<file path="config.mk">
export PLATFORM = sky130hd
export DESIGN_NAME = bpb_bridge
export DESIGN_NICKNAME = d
export VERILOG_FILES = /design/src/rtl/bpb_pkg.sv /design/src/rtl/bpb_gap_timer.sv /design/src/rtl/bpb_rd_emitter.sv /design/src/rtl/bpb_sequencer.sv /design/src/rtl/bpb_bridge.sv
export SDC_FILE = /design/constraint.sdc
export NUM_CORES = 1
export LEC_CHECK = 0
export BUFFER_PORTS_ARGS = -buffer_cell sky130_fd_sc_hd__buf_2
export CAP_MARGIN = 20
export CORE_ASPECT_RATIO = 0.75
export CORE_MARGIN = 1.5
export CORE_UTILIZATION = 50
export DETAILED_ROUTE_END_ITERATION = 6
export PLACE_DENSITY = 0.74
export SETUP_SLACK_MARGIN = 0.02
export SYNTH_ARGS = -nofsm -noshare
export SYNTH_HDL_FRONTEND = slang
export SYNTH_SLANG_ARGS = --single-unit
</file>
<file path="constraint.sdc">
create_clock -name clk -period 2.7 [get_ports clk]
set_input_delay 0.54 -clock clk [delete_from_list [all_inputs] [get_ports clk]]
set_output_delay 0.54 -clock clk [all_outputs]
set_load 0.005 [all_outputs]
</file>
<file path="src/rtl/bpb_pkg.sv">
package bpb_pkg;

    localparam int WORD_W = 16;
    localparam int BYTE_W = 8;

    localparam logic [1:0] SEL_DATA = 2'd0;
    localparam logic [1:0] SEL_MBOX = 2'd1;
    localparam logic [1:0] SEL_ADDR = 2'd2;
    localparam logic [1:0] SEL_STAT = 2'd3;

    typedef enum logic [3:0] {
        ST_IDLE,
        ST_H_ADR,
        ST_H_RD,
        ST_H_ADR2,
        ST_H_WR,
        ST_M_ADR,
        ST_M_DAT,
        ST_T_ADR,
        ST_T_RD,
        ST_T_ADR2,
        ST_T_WR,
        ST_FIN
    } seq_state_t;

    typedef enum logic [1:0] {
        EM_PAIR,
        EM_UPPER,
        EM_LOWER
    } emit_kind_t;

    typedef struct packed {
        logic              stb;
        logic              we;
        logic [1:0]        sel;
        logic [WORD_W-1:0] wdata;
    } port_cyc_t;

    // choose the next phase from the current address parity and bytes left
    function automatic seq_state_t pick_phase(input logic odd, input logic many,
                                              input logic one);
        if (odd && (many || one)) return ST_H_ADR;
        if (many)                 return ST_M_ADR;
        if (one)                  return ST_T_ADR;
        return ST_FIN;
    endfunction

endpackage

</file>
<file path="src/rtl/bpb_gap_timer.sv">
module bpb_gap_timer #(
    parameter int MIN_GAP = 6
) (
    input  logic clk,
    input  logic rst,
    input  logic fire,
    output logic ready
);
    localparam int CW = $clog2(MIN_GAP + 1);

    logic [CW-1:0] cnt;

    always_ff @(posedge clk) begin
        if (rst)
            cnt <= '0;
        else if (fire)
            cnt <= CW'(MIN_GAP - 1);
        else if (cnt != '0)
            cnt <= cnt - 1'b1;
    end

    assign ready = (cnt == '0);

    generate
        if (MIN_GAP > 1) begin : g_chk
            AST_GAP_RELOAD: assert property (@(posedge clk) disable iff (rst)
                fire |=> !ready);
        end
    endgenerate

endmodule

</file>
<file path="src/rtl/bpb_rd_emitter.sv">
module bpb_rd_emitter import bpb_pkg::*; (
    input  logic              clk,
    input  logic              rst,
    input  logic              load,
    input  emit_kind_t        kind,
    input  logic [WORD_W-1:0] word,
    output logic              rd_valid,
    output logic [BYTE_W-1:0] rd_byte,
    output logic              idle
);
    logic [WORD_W-1:0] hold;
    logic [1:0]        cnt;

    always_ff @(posedge clk) begin
        if (rst) begin
            hold <= '0;
            cnt  <= '0;
        end else if (load) begin
            case (kind)
                EM_PAIR:  begin hold <= word;                   cnt <= 2'd2; end
                EM_UPPER: begin hold <= word;                   cnt <= 2'd1; end
                default:  begin hold <= {word[7:0], 8'h00};     cnt <= 2'd1; end
            endcase
        end else if (cnt != 2'd0) begin
            cnt <= cnt - 2'd1;
        end
    end

    assign rd_valid = (cnt != 2'd0);
    assign rd_byte  = (cnt == 2'd2) ? hold[7:0] : hold[15:8];
    assign idle     = (cnt == 2'd0);

    AST_EMIT_NO_CLOBBER: assert property (@(posedge clk) disable iff (rst)
        load |-> cnt != 2'd2);

endmodule

</file>
<file path="src/rtl/bpb_sequencer.sv">
module bpb_sequencer import bpb_pkg::*; #(
    parameter int ADDR_W = 16
) (
    input  logic              clk,
    input  logic              rst,
    input  logic              req_valid,
    input  logic              req_write,
    input  logic [ADDR_W-1:0] req_addr,
    input  logic [ADDR_W-1:0] req_len,
    input  logic              port_gnt,
    input  logic              gap_ready,
    input  logic [WORD_W-1:0] port_rdata,
    input  logic [BYTE_W-1:0] wr_byte,
    input  logic              emit_idle,
    output port_cyc_t         cyc,
    output logic              wr_take,
    output logic              emit_load,
    output emit_kind_t        emit_kind,
    output logic              busy,
    output logic              done,
    output logic              err
);
    localparam logic [ADDR_W:0] ADDR_TOP = {1'b0, {ADDR_W{1'b1}}};

    seq_state_t        state;
    logic [ADDR_W-1:0] cur_addr;
    logic [ADDR_W-1:0] rem;
    logic              is_wr;
    logic              rej;
    logic [WORD_W-1:0] rmw;
    logic [BYTE_W-1:0] lo_byte;
    logic              lo_have;

    logic              go;
    logic [ADDR_W-1:0] rem_m1;
    logic [ADDR_W-1:0] rem_m2;
    logic              over_top;

    assign go       = port_gnt && gap_ready;
    assign rem_m1   = rem - ADDR_W'(1);
    assign rem_m2   = rem - ADDR_W'(2);
    assign over_top = ({1'b0, req_addr} + {1'b0, req_len}) > ADDR_TOP;

    always_comb begin
        cyc       = '0;
        cyc.sel   = SEL_ADDR;
        wr_take   = 1'b0;
        emit_load = 1'b0;
        emit_kind = EM_PAIR;
        case (state)
            ST_H_ADR, ST_H_ADR2: begin
                cyc.stb   = go;
                cyc.we    = 1'b1;
                cyc.wdata = WORD_W'(cur_addr - 1'b1);
            end
            ST_M_ADR, ST_T_ADR, ST_T_ADR2: begin
                cyc.stb   = go;
                cyc.we    = 1'b1;
                cyc.wdata = WORD_W'(cur_addr);
            end
            ST_H_RD: begin
                cyc.stb   = go;
                cyc.sel   = SEL_DATA;
                emit_load = go && !is_wr;
                emit_kind = EM_UPPER;
            end
            ST_T_RD: begin
                cyc.stb   = go;
                cyc.sel   = SEL_DATA;
                emit_load = go && !is_wr;
                emit_kind = EM_LOWER;
            end
            ST_H_WR: begin
                cyc.stb   = go;
                cyc.we    = 1'b1;
                cyc.sel   = SEL_DATA;
                cyc.wdata = {wr_byte, rmw[7:0]};
                wr_take   = go;
            end
            ST_T_WR: begin
                cyc.stb   = go;
                cyc.we    = 1'b1;
                cyc.sel   = SEL_DATA;
                cyc.wdata = {rmw[15:8], wr_byte};
                wr_take   = go;
            end
            ST_M_DAT: begin
                cyc.sel = SEL_DATA;
                if (is_wr) begin
                    if (!lo_have) begin
                        wr_take = 1'b1;
                    end else begin
                        cyc.stb   = go;
                        cyc.we    = 1'b1;
                        cyc.wdata = {wr_byte, lo_byte};
                        wr_take   = go;
                    end
                end else begin
                    cyc.stb   = go;
                    emit_load = go;
                    emit_kind = EM_PAIR;
                end
            end
            default: ;
        endcase
    end

    always_ff @(posedge clk) begin
        if (rst) begin
            state    <= ST_IDLE;
            cur_addr <= '0;
            rem      <= '0;
            is_wr    <= 1'b0;
            rej      <= 1'b0;
            rmw      <= '0;
            lo_byte  <= '0;
            lo_have  <= 1'b0;
        end else begin
            case (state)
                ST_IDLE: if (req_valid) begin
                    cur_addr <= req_addr;
                    rem      <= req_len;
                    is_wr    <= req_write;
                    lo_have  <= 1'b0;
                    rej      <= req_write && over_top;
                    if (req_len == '0 || (req_write && over_top))
                        state <= ST_FIN;
                    else
                        state <= pick_phase(req_addr[0], req_len >= ADDR_W'(2),
                                            req_len == ADDR_W'(1));
                end
                ST_H_ADR:  if (go) state <= ST_H_RD;
                ST_H_ADR2: if (go) state <= ST_H_WR;
                ST_M_ADR:  if (go) state <= ST_M_DAT;
                ST_T_ADR:  if (go) state <= ST_T_RD;
                ST_T_ADR2: if (go) state <= ST_T_WR;
                ST_H_RD: if (go) begin
                    rmw <= port_rdata;
                    if (is_wr) begin
                        state <= ST_H_ADR2;
                    end else begin
                        cur_addr <= cur_addr + 1'b1;
                        rem      <= rem_m1;
                        state    <= pick_phase(1'b0, rem_m1 >= ADDR_W'(2),
                                               rem_m1 == ADDR_W'(1));
                    end
                end
                ST_H_WR: if (go) begin
                    cur_addr <= cur_addr + 1'b1;
                    rem      <= rem_m1;
                    state    <= pick_phase(1'b0, rem_m1 >= ADDR_W'(2),
                                           rem_m1 == ADDR_W'(1));
                end
                ST_M_DAT: begin
                    if (is_wr && !lo_have) begin
                        lo_byte <= wr_byte;
                        lo_have <= 1'b1;
                    end else if (go) begin
                        lo_have  <= 1'b0;
                        cur_addr <= cur_addr + ADDR_W'(2);
                        rem      <= rem_m2;
                        if (rem_m2 < ADDR_W'(2))
                            state <= pick_phase(1'b0, 1'b0, rem_m2 == ADDR_W'(1));
                    end
                end
                ST_T_RD: if (go) begin
                    rmw <= port_rdata;
                    if (is_wr) begin
                        state <= ST_T_ADR2;
                    end else begin
                        rem   <= '0;
                        state <= ST_FIN;
                    end
                end
                ST_T_WR: if (go) begin
                    rem   <= '0;
                    state <= ST_FIN;
                end
                ST_FIN: if (emit_idle) state <= ST_IDLE;
                default: state <= ST_IDLE;
            endcase
        end
    end

    assign busy = (state != ST_IDLE);
    assign done = (state == ST_FIN) && emit_idle;
    assign err  = done && rej;

    AST_ZERO_LEN_FAST: assert property (@(posedge clk) disable iff (rst)
        (state == ST_IDLE && req_valid && req_len == '0) |=> done);

    AST_WRITE_TAKE_ONLY: assert property (@(posedge clk) disable iff (rst)
        (state == ST_IDLE && req_valid && !req_write) |=> !wr_take);

endmodule

</file>
<file path="src/rtl/bpb_bridge.sv">
module bpb_bridge import bpb_pkg::*; #(
    parameter int ADDR_W  = 16,
    parameter int MIN_GAP = 6
) (
    input  logic              clk,
    input  logic              rst,
    input  logic              req_valid,
    input  logic              req_write,
    input  logic [ADDR_W-1:0] req_addr,
    input  logic [ADDR_W-1:0] req_len,
    input  logic [7:0]        wr_byte,
    output logic              wr_take,
    output logic              rd_valid,
    output logic [7:0]        rd_byte,
    output logic              busy,
    output logic              done,
    output logic              err,
    input  logic              port_gnt,
    output logic              port_stb,
    output logic              port_we,
    output logic [1:0]        port_sel,
    output logic [15:0]       port_wdata,
    input  logic [15:0]       port_rdata
);
    port_cyc_t  cyc;
    logic       gap_ready;
    logic       emit_load;
    emit_kind_t emit_kind;
    logic       emit_idle;

    bpb_sequencer #(.ADDR_W(ADDR_W)) u_seq (
        .clk        (clk),
        .rst        (rst),
        .req_valid  (req_valid),
        .req_write  (req_write),
        .req_addr   (req_addr),
        .req_len    (req_len),
        .port_gnt   (port_gnt),
        .gap_ready  (gap_ready),
        .port_rdata (port_rdata),
        .wr_byte    (wr_byte),
        .emit_idle  (emit_idle),
        .cyc        (cyc),
        .wr_take    (wr_take),
        .emit_load  (emit_load),
        .emit_kind  (emit_kind),
        .busy       (busy),
        .done       (done),
        .err        (err)
    );

    bpb_gap_timer #(.MIN_GAP(MIN_GAP)) u_gap (
        .clk   (clk),
        .rst   (rst),
        .fire  (cyc.stb),
        .ready (gap_ready)
    );

    bpb_rd_emitter u_emit (
        .clk      (clk),
        .rst      (rst),
        .load     (emit_load),
        .kind     (emit_kind),
        .word     (port_rdata),
        .rd_valid (rd_valid),
        .rd_byte  (rd_byte),
        .idle     (emit_idle)
    );

    assign port_stb   = cyc.stb;
    assign port_we    = cyc.we;
    assign port_sel   = cyc.sel;
    assign port_wdata = cyc.wdata;

    AST_STB_NEEDS_GAP: assert property (@(posedge clk) disable iff (rst)
        port_stb |-> gap_ready);

    AST_STB_ONLY_BUSY: assert property (@(posedge clk) disable iff (rst)
        port_stb |-> busy);

    AST_DONE_ENDS_BUSY: assert property (@(posedge clk) disable iff (rst)
        done |=> !busy);

    AST_DONE_AFTER_BYTES: assert property (@(posedge clk) disable iff (rst)
        done |-> !rd_valid);

    AST_REJECT_FAST: assert property (@(posedge clk) disable iff (rst)
        err |-> $past(req_valid && !busy));

    AST_TAKE_ONLY_BUSY: assert property (@(posedge clk) disable iff (rst)
        wr_take |-> busy);

endmodule

</file>
==> impl_results.md, run 1 <==
- Outcome: finished, violations left
- Failing checks: design-rule violations, negative setup slack
- I/O Pins: between 90 and 100
- Grt total ovfl: 0
- Fraction of the yosys area taken by sequential cells: a little over a quarter
- Antenna violations before repair: 0
- Total GRT Usage: approximately a third
- Crit path largest cell delay: 360 ps
- Global-route wire length before repair: 34000 um
- Post-synth EDFFs: 0
- CP max FO: 4
- Most frequent CP cell: nor3_4
- Die X: 133 um
- Crit path from: u_seq.cur_addr[2]$_SDFFE_PP0P_
- Vias per inst: 6.21
- Family with the most delay on the worst path: simple AND/OR/NAND/NOR gates
- Drt total wl: 21600 um
- Clk slew on worst S/H paths: 80 ps
- Sequential Power Share: roughly 20%
- DRC: 6
- CP arrival: approximately 2300 ps
- Hold path start: port_rdata[8]
- Sw power: ~0.0052 W
- Post-DP Area: 0.00723 sq mm
- Syn. warnings: 0
- Part of the power in combinational logic: 68.0%
- Worst r2r src: u_seq.rem[0]$_SDFFE_PP0P_
- Via count: roughly 7300
- Hold_ws: between 400 and 500 ps
- Clock power frac: around an eighth
- Remaining antenna violation count: 0
- Core area: around 0.012 sq mm
- Worst slew margin relative to its limit: between 30% and 40%
- Crit end category: output pin
- Worst setup SP type: flop
- Num rows: 35
- R2R Setup Slk: 110 ps
- Final Max Tran Viols: 0
- Port bufs: 92
- CTS Sinks: between 80 and 90
- Req. time, crit path: approximately 2200 ps
- Num CTS Buffers: 9
- Crit-path slowest cell: dfxtp_2
- # diodes: 0
- Vias in the first global route: between 6000 and 7000
- Fin. Hold Viols: 0
- Initial core utilization: around 51%
- Die Height: about 100 um
- Final instance area: between 0.007 and 0.008 sq mm
- 1st-iter DRT viols: approximately 900
- Final GP Congestion: around 1
- CTS root buf: clkbuf_16
- Final setup margin: -170 ps
- Final #Nets: 1090
- Clock Path Buffers: 2
- Clk_lat worst skew: 360 ps
- Critical path class: flop to output pin
- RSZ-0062 raised after global routing: true
- Max Freq: between 300 and 400 MHz
- Worst-margin pin slew: around 1000 ps
- Post-DR wirelength/cell: about 18 um
- Net Sw Frac: around 50%
- Max cap viols: 0
- Syn avg cell area: 7.09 sq um
- Pin count of the biggest net entering global routing: 46
- Period minus WS final: approximately 2900 ps
- Layout area overhead: 23.2%
- Cell area after synthesis: approximately 0.0063 sq mm
- Syn_nets: ~980
- Hold path depth: 3
- Final HPWL DP: 16000 um
- Worst path cell trace: inv_4 -> ha_4 -> a21bo_4 -> nor3_4 -> nand2_2 -> or2_4 -> buf_4 -> nor3_4 -> xnor2_1 -> o21ai_1 -> buf_2
- First-pass DRT Iterations: 7
- PwrDens: 1340 mW/mm^2
- Pint: between 0.005 and 0.006 W
- Leak: 3.18 nW
- Yosys cell types: between 70 and 80
- Post-synthesis register bit count: 84
- H-tree lvl count: 3
- Filler cells: around 1100
- CTS tree: yes
- Hold Path Class: input port to flop
- Mapped Cells: a little under 900
- Share of cells above drive strength 1: between 20% and 30%
- Worst reg2reg path depth: 9
- Skew final: approximately 8.9 ps
- Die area: roughly 0.013 sq mm
- Top FF cell, synth: dfxtp_1
- R2r endpoint: u_seq.state[2]$_SDFFE_PP0P_
- Post-synthesis async set-or-reset flop share: 0%
- Critical path buffers and inverters: 3
- Final setup vio count: 3
- Part of the cycle the worst path needs: 106%
- Placement Setup Slack: -56.9 ps
- Worst Hold Path EP: u_seq.rmw[8]$_SDFFE_PP0P_
- Worst VDD drop: roughly 660 uV
-- synthesized netlist by cell type (16+ instances only) --
master,number,area (sq um)
nand4_1,16,100
clkbuf_1,58,218
a21oi_1,93,465
ha_1,31,388
inv_1,19,71.3
dfxtp_1,84,1680
a22oi_1,18,135
o21ai_0,45,225
nand3_1,28,140
nor4_1,16,100
o21ai_1,21,105
nor3_1,26,130
nor2_1,71,267
nand2_1,151,567
-- repair_timing --
item / CTS / global route
hold buffers: 0 / 0
endpoints found under the setup margin: 8 / 19
resized for setup: 12 / 32
endpoints found under the hold margin: 0 / 0
pin swaps: 7 / 16
buffers inserted: 4 / 5
-- worst register-to-register path: cells and delay by family (launching register included) --
family | cells | cell delay (ps)
AO/OA/AOI/OAI | 5 | 1200
buffers and inverters | 1 | 120
AND/OR/NAND/NOR | 2 | 640
flip-flops | 1 | 330
adder cells (fa/ha/maj) | 1 | 200
-- how the worst max path moves through the flow --
stage / end / slack [ps] / cells after the start
floorplan: u_seq.state[1]$_SDFFE_PP0P_ / 110 / 9
global placement: port_wdata[15] / 40 / 10
detailed placement: port_wdata[15] / -60 / 10
CTS: port_wdata[15] / -130 / 10
global route: port_wdata[13] / -250 / 11
finish: port_wdata[13] / -170 / 11
-- layout make-up --
type	instances	area [sq um]	share of cell area (%)
multi-input cells	716	4420	57.0
flip-flops and latches	84	1690	21.8
repair buffers	165	1050	13.5
clock buffers	9	225	2.90
well taps	166	208	2.68
inverters	21	83.8	1.08
clock inverters	7	78.8	1.02
-- sequential cells by signal, indices dropped and copies added, names as in the netlist --
signal	flops
u_emit.cnt	2
u_seq.lo_have	1
u_seq.lo_byte	8
u_seq.is_wr	1
u_seq.state	4
u_seq.rmw	16
u_seq.cur_addr	16
u_emit.hold	16
u_gap.cnt	3
u_seq.rej	1
u_seq.rem	16
-- power by group through the flow --
stage	sequential (W)	combinational (W)	clock, W
2_1_floorplan	0.00181	0.00433	0
3_3_place_gp	0.00199	0.00634	0
3_5_place_dp	0.00200	0.00638	0
4_1_cts	0.00199	0.00659	0.00129
5_1_grt	0.00208	0.00773	0.00135
6_report	0.00204	0.00707	0.00128
-- cells in the final DEF (no fill, tap or decap), types with 10 or more instances in the layout --
cell type	instances
nand2_1	150
ha_1	28
nand3_1	28
nor4_1	13
a21oi_1	92
nor3_1	23
nand4_1	16
a22oi_1	18
nor2_1	71
o31ai_1	11
buf_4	70
buf_2	92
dfxtp_1	77
o21ai_0	43
inv_1	15
a22o_1	10
xor2_1	10
o21ai_1	21
-- metal layers --
metal	GRT usage, %	wire length (um)	up-vias	part of all wire [%]
met5	0	0	-	0
met4	7.52	318	0	1.5
met3	11.5	2540	34	12
met2	44.6	8690	391	40
met1	47.2	10000	3370	47
li1	-	-	3464	-
-- metrics by stage --
step           total power [W]  setup TNS, ps  cells  utilization [%]
6_report                0.0104           -325   1168             63.2
5_1_grt                 0.0112          -1090   1168             63.2
4_1_cts                0.00987           -268   1163             62.0
3_5_place_dp           0.00838          -56.9   1143             58.9
3_3_place_gp           0.00833              0   1143             58.9
2_1_floorplan          0.00614              0    888                -
-- kinds of logic after synthesis --
group	synth area share, %
AND/OR/NAND/NOR	27.9
AO/OA/AOI/OAI	29.1
buffers and inverters	5.51
flip-flops	26.7
adder cells (fa/ha/maj)	6.48
XOR/XNOR	2.37
multiplexers	1.91
other	0.0596
No activity file was read; power rests on OpenSTA's default activity.
==> inputs of run 2 (changes only) <==
==> constraint.sdc (replaced) <==
create_clock -name clk -period 2.7 [get_ports clk]
set_input_delay 0.135 -clock clk [delete_from_list [all_inputs] [get_ports clk]]
set_output_delay 0.135 -clock clk [all_outputs]
set_load 0.005 [all_outputs]
==> run 2 against run 1 <==
Final area is 3.4% lower. Wire length is 0.13% lower. Die area stayed put. Core utilization is 2.1 points lower. Sequential cell count stayed put. Critical path depth is 2 lower. The run now ends clean. Sequential power is 4% higher. Clock skew is 3.7 ps higher. Largest cell class unchanged. Sequential share of layout area is 0.70 points higher. Clock-buffer cell count stayed put.
==> impl_results.md, run 2 (same netlist as run 1, synthesis figures left out) <==
- 1st-iter DRT viols: 993 (was 903)
- Crit-path slowest cell: or4b_1 (was dfxtp_2)
- Worst VDD drop: 620 uV (was 660 uV)
- # diodes: 0 (unchanged)
- Remaining antenna violation count: 0 (unchanged)
- Final GP Congestion: 0.966 (was 1.03)
- Worst slew margin relative to its limit: 45.0% (was 34.7%)
- Fin. Hold Viols: 0 (unchanged)
- Max cap viols: 0 (unchanged)
- CTS Sinks: 84 (unchanged)
- Filler cells: 1147 (was 1131)
- Setup TNS after final layout: 0 ps (was -325 ps)
- Crit path largest cell delay: 440 ps (was 360 ps)
- Hold Path Class: input port to flop (unchanged)
- Die area: 0.0133 sq mm (unchanged)
- Antenna violations before repair: 0 (unchanged)
- Req. time, crit path: 2940 ps (was 2160 ps)
- Clk slew on worst S/H paths: 70 ps (was 80 ps)
- Cell count after placement: 1133 (was 1143)
- Skew final: 12.6 ps (was 8.89 ps)
- Final setup vio count: 0 (was 3)
- Global-route wire length before repair: 34500 um (was 34000 um)
- First-pass DRT Iterations: 6 (was 7)
- Post-DR wirelength/cell: 18.8 um (was 18.5 um)
- Num rows: 35 (unchanged)
- CTS root buf: clkbuf_16 (unchanged)
- PwrDens: 1310 mW/mm^2 (was 1340 mW/mm^2)
- Most frequent cells in the layout: 151 x nand2_1, 93 x a21oi_1, 92 x buf_2, 81 x dfxtp_1, 71 x nor2_1 (was 150 x nand2_1, 92 x a21oi_1, 92 x buf_2, 77 x dfxtp_1, 71 x nor2_1)
- Total GRT Usage: 32.9% (was 32.2%)
- Family with the most delay on the worst path: simple AND/OR/NAND/NOR gates (unchanged)
- Non-filler instance count after layout: 1149 (was 1168)
- Period minus WS final: 2590 ps (was 2870 ps)
- Pin count of the biggest net entering global routing: 61 (was 46)
- Max Freq: 386 MHz (was 348 MHz)
- I/O Pins: 94 (unchanged)
- Clk_lat worst skew: 350 ps (was 360 ps)
- Port bufs: 92 (unchanged)
- H-tree lvl count: 3 (unchanged)
- DRC: 0 (was 6)
- Layout area overhead: 19.1% (was 23.2%)
- Final #Nets: 1071 (was 1090)
- Die Height: 100 um (unchanged)
- Worst-margin pin slew: 819 ps (was 976 ps)
- Die X: 133 um (unchanged)
- Grt total ovfl: 0 (unchanged)
- Critical path buffers and inverters: 1 (was 3)
- CTS tree: yes (unchanged)
- Most common cell after layout, fill and taps aside: nand2_1 (unchanged)
- Initial core utilization: 51.3% (unchanged)
- Vias per inst: 6.27 (was 6.21)
- Num CTS Buffers: 9 (unchanged)
- Core area: 0.0123 sq mm (unchanged)
- Critical path class: flop to flop (was flop to output pin)
- CTS Hold Bufs: 0 (unchanged)
- Worst path cell trace: inv_2 -> ha_4 -> or4b_1 -> or3_1 -> a221o_1 -> a31oi_4 -> o21ai_4 -> and2_4 -> a22o_1 (was inv_4 -> ha_4 -> a21bo_4 -> nor3_4 -> nand2_2 -> or2_4 -> buf_4 -> nor3_4 -> xnor2_1 -> o21ai_1 -> buf_2)
- Drt total wl: 21600 um (about the same)
- Final Max Tran Viols: 0 (unchanged)
- Via count: 7203 (was 7259)
- RSZ-0062 raised after global routing: false (was true)
- Crit end category: flop (was output pin)
- Final HPWL DP: 16100 um (was 16000 um)
- Leak: 3.06 nW (was 3.18 nW)
- Outcome: completed (was finished, violations left)
- CP max FO: 4 (unchanged)
- Share of cells above drive strength 1: 19.6% (was 23.1%)
- Vias in the first global route: 6460 (was 6341)
- CP arrival: 2830 ps (was 2330 ps)
- Clock Path Buffers: 2 (unchanged)
- Part of the cycle the worst path needs: 95.9% (was 106%)
- Worst setup SP type: flop (unchanged)
-- run 2: area by class of cell --
class	count	area [sq um]	area share, %
clock inverters	7	81.3	1.09
repair buffers	146	891	11.9
multi-input cells	716	4320	57.7
well taps	166	208	2.77
flip-flops and latches	84	1690	22.5
clock buffers	9	225	3.01
inverters	21	78.8	1.05
-- run 2: per-stage QoR --
step	setup WS, ps	power, W	area [sq um]	hold WS [ps]	util, %
after detailed placement	110	0.00820	7140	398	58.2
after global routing	18.3	0.0106	7490	51.1	61.1
final	110	0.00980	7490	34.3	61.1
after floorplan	112	0.00614	6290	271	-
after global placement	173	0.00817	7140	397	58.2
after CTS	74.7	0.00955	7450	28.0	60.7
-- run 2: where the power goes --
| group | switching, W | internal, W | total, W |
|---|---|---|---|
| clock | 0.000580 | 0.000734 | 0.00131 |
| combinational | 0.00376 | 0.00259 | 0.00635 |
| sequential | 0.000547 | 0.00159 | 0.00213 |
-- run 2: worst min-delay path, cell delays in order --
cell     delay, ps
buf_2          110
nand2_1         50
a21oi_1         50
-- run 2: layer usage --
metal,track usage (%),up-vias,wire [um]
li1,-,3418,-
met1,50.1,3347,10100
met2,44.2,398,8520
met3,9.95,40,2530
met4,8.96,0,404
met5,0,-,0
-- run 2: timing repair --
item                                    4_1_cts  5_1_grt
resized for setup                             0       13
endpoints found under the setup margin        0       18
setup buffers                                 0        0
-- run 2: worst paths after layout --
path                                from                     endpoint  slack [ps]  cells past startpoint
max            u_seq.rem[1]$_SDFFE_PP0P_  u_seq.state[1]$_SDFFE_PP0P_         110                      9
min                       port_rdata[15]   u_seq.rmw[15]$_SDFFE_PP0P_          30                      3
max reg2reg    u_seq.rem[1]$_SDFFE_PP0P_  u_seq.state[1]$_SDFFE_PP0P_         110                      9
min reg2reg  u_emit.hold[7]$_SDFFE_PP0P_  u_emit.hold[7]$_SDFFE_PP0P_         460                      2
==> inputs of run 3 (changes only) <==
--- a/config.mk
+++ b/config.mk
@@ -15,4 +15,5 @@
 export SETUP_SLACK_MARGIN = 0.02
 export SYNTH_ARGS = -nofsm -noshare
 export SYNTH_HDL_FRONTEND = slang
+export SYNTH_HIERARCHICAL = 1
 export SYNTH_SLANG_ARGS = --single-unit
==> run 3 against run 2 <==
The run now ends with design-rule violations left. Clock skew fell by 5.4 ps. Final area increased by 0.30%. Wire length decreased by 0.72%. Worst hold slack better by 18 ps. Critical path depth decreased by 2. Clock-buffer cell count stayed put. Synthesized area grew 3.8%.
==> impl_results.md, run 3 <==
- Cell area after synthesis: 0.00653 sq mm (was 0.00629 sq mm)
- Clock Path Buffers: 2 (unchanged)
- Period minus WS final: 2520 ps (was 2590 ps)
- PwrDens: 1110 mW/mm^2 (was 1310 mW/mm^2)
- Layout area overhead: 15.1% (was 19.1%)
- Crit end category: flop (unchanged)
- Drt total wl: 21400 um (was 21600 um)
- Total GRT Usage: 31.0% (was 32.9%)
- Leak: 3.07 nW (was 3.06 nW)
- Fin. Hold Viols: 0 (unchanged)
- Outcome: finished, violations left (was completed)
- CTS root buf: clkbuf_16 (unchanged)
- Vias per inst: 6.36 (was 6.27)
- Part of the cycle the worst path needs: 93.2% (was 95.9%)
- Syn avg cell area: 7.46 sq um (was 7.09 sq um)
- Post-synthesis register bit count: 84 (unchanged)
- # diodes: 0 (unchanged)
- Post-DR wirelength/cell: 19.1 um (was 18.8 um)
- Clk_lat worst skew: 350 ps (about the same)
- Syn. warnings: 6 (was 0)
- Pin count of the biggest net entering global routing: 54 (was 61)
- Worst VDD drop: 581 uV (was 620 uV)
- Worst setup SP type: flop (unchanged)
- Max cap viols: 0 (unchanged)
- Failing checks: design-rule violations
- Clk slew on worst S/H paths: 70 ps (about the same)
- Req. time, crit path: 2890 ps (was 2940 ps)
- Grt total ovfl: 0 (unchanged)
- Final setup vio count: 0 (unchanged)
- Hold Path Class: input port to flop (unchanged)
- Fraction of the yosys area taken by sequential cells: 25.8% (was 26.7%)
- Initial core utilization: 52.1% (was 51.3%)
- CTS Sinks: 84 (unchanged)
- Post-synthesis async set-or-reset flop share: 0% (unchanged)
- Most frequent cells in the layout: 98 x nor2_1, 95 x nand2_1, 92 x buf_2, 82 x dfxtp_1, 73 x a21oi_1 (was 151 x nand2_1, 93 x a21oi_1, 92 x buf_2, 81 x dfxtp_1, 71 x nor2_1)
- Filler cells: 1171 (was 1147)
- Post-synth top cells: 98 x nor2_1, 95 x nand2_1, 84 x dfxtp_1 (was 151 x nand2_1, 93 x a21oi_1, 84 x dfxtp_1)
- DRC: 15 (was 0)
- CP arrival: 2700 ps (was 2830 ps)
- Max Freq: 397 MHz (was 386 MHz)
- Vias in the first global route: 6240 (was 6460)
- Syn_nets: 968 (was 981)
- Die X: 135 um (was 133 um)
- Critical path class: flop to flop (unchanged)
- Worst slew margin relative to its limit: 31.9% (was 45.0%)
- Yosys cell types: 85 (was 73)
- Post-layout util: 60.0% (was 61.1%)
- Remaining antenna violation count: 0 (unchanged)
- Share of cells above drive strength 1: 19.5% (was 19.6%)
- Final HPWL DP: 16000 um (was 16100 um)
- Post-synth EDFFs: 0 (unchanged)
- Core area: 0.0125 sq mm (was 0.0123 sq mm)
- First-pass DRT Iterations: 7 (was 6)
- 1st-iter DRT viols: 919 (was 993)
- Final #Nets: 1041 (was 1071)
- Worst-margin pin slew: 1020 ps (was 819 ps)
- Global-route wire length before repair: 33600 um (was 34500 um)
- Port bufs: 92 (unchanged)
- RSZ-0062 raised after global routing: false (unchanged)
- Num CTS Buffers: 9 (unchanged)
- Most common cell after layout, fill and taps aside: nor2_1 (was nand2_1)
- H-tree lvl count: 3 (unchanged)
- Top FF cell, synth: dfxtp_1 (unchanged)
- Antenna violations before repair: 0 (unchanged)
- Final Max Tran Viols: 0 (unchanged)
- Final GP Congestion: 1.02 (was 0.966)
- Synth area leader: dfxtp_1 (unchanged)
- Num rows: 35 (unchanged)
- Top-area cell type share of the netlist area: 25.8% (was 26.7%)
- I/O Pins: 94 (unchanged)
- Mapped Cells: 875 (was 888)
- Via count: 7112 (was 7203)
- Skew final: 7.19 ps (was 12.6 ps)
- Die Height: 102 um (was 100 um)
- Die area: 0.0138 sq mm (was 0.0133 sq mm)
- Setup TNS after final layout: 0 ps (unchanged)
- CTS tree: yes (unchanged)
- Most instantiated library cell after synthesis: nor2_1 (was nand2_1)
- Largest cells by area after synthesis: dfxtp_1 26%, ha_1 5.9%, a21oi_1 5.7%, nor2_1 5.6%, nand2_1 5.5% (was dfxtp_1 27%, nand2_1 9.0%, a21oi_1 7.4%, ha_1 6.2%, nor2_1 4.2%)
- CP max FO: 9 (was 4)
==> run 3: cell types whose count changed after synthesis, sizes merged, moves of 12 or more <==
cell	before	now
nor2	71	99
nand2	151	96
clkbuf	58	38
mux2i	3	27
a21oi	93	74
a22oi	18	6
buf	9	39
a211oi	6	25
==> run 3: routing by layer <==
| metal | track usage, % | routed length [um] |
|---|---|---|
| met5 | 0 | 0 |
| met2 | 43.8 | 8600 |
| met3 | 5.65 | 2400 |
| met4 | 6.87 | 320 |
| met1 | 48.1 | 10100 |
==> run 3: logic make-up (layout without fill, tap and decap cells) <==
group	count (synthesis)	count (layout)	synth area share, %
AO/OA/AOI/OAI	260	260	26.6
XOR/XNOR	20	20	2.68
adder cells (fa/ha/maj)	32	32	6.25
buffers and inverters	102	180	7.43
flip-flops	84	84	25.8
multiplexers	35	35	5.52
other	1	1	0.0574
AND/OR/NAND/NOR	341	341	25.7
==> run 3: cell type report <==
type / count / area [sq um] / share of cell area (%)
sequential: 84 / 1680 / 22.4
inverter: 25 / 93.8 / 1.25
clock inverter: 7 / 76.3 / 1.02
clock buffer: 9 / 225 / 3.00
multi-input combinational: 689 / 4390 / 58.4
timing repair buffer: 139 / 838 / 11.2
tap: 166 / 208 / 2.76
==> run 3: power breakdown <==
group	total [W]	internal (W)	switching, W
Clock	0.00125	0.000658	0.000597
Sequential	0.00210	0.00155	0.000552
Combinational	0.00498	0.00208	0.00290
Total	0.00834	0.00429	0.00405
==> run 3: path summary, 6_finish.rpt <==
check	end	slack (ps)	cells past startpoint	from
setup reg to reg	u_seq/state[1]$_SDFFE_PP0P_	180	7	u_seq/rem[2]$_SDFFE_PP0P_
setup / recovery	u_seq/state[1]$_SDFFE_PP0P_	180	7	u_seq/rem[2]$_SDFFE_PP0P_
hold reg to reg	u_seq/lo_byte[7]$_SDFFE_PP0P_	460	2	u_seq/lo_byte[7]$_SDFFE_PP0P_
hold / removal	u_seq/lo_byte[6]$_SDFFE_PP0P_	50	3	wr_byte[6]
==> run 3: worst max-delay path: stages, from the launching register on <==
cell and delay, ps:
dfxtp_1 510, inv_1 130, ha_1 310, o41ai_1 510, o2111ai_1 230, o21ai_0 350
and2_1 220, a311oi_1 90
==> run 3: what timing repair did <==
action | 4_1_cts | 5_1_grt
setup endpoints to repair | 0 | 20
setup buffers | 0 | 1
resized for setup | 0 | 7
hold buffers | 0 | 0
==> run 3: stage by stage <==
step | std cells | setup slack [ps] | hold WS [ps] | instance area, sq um | power [W]
after floorplan | 875 | 62.2 | 204 | 6530 | 0.00540
after global placement | 1102 | 328 | 398 | 7200 | 0.00683
after detailed placement | 1102 | 208 | 403 | 7200 | 0.00687
after CTS | 1118 | 47.1 | 46.6 | 7500 | 0.00816
after global routing | 1119 | 15.6 | 55.2 | 7510 | 0.00890
final | 1119 | 184 | 52.1 | 7510 | 0.00834
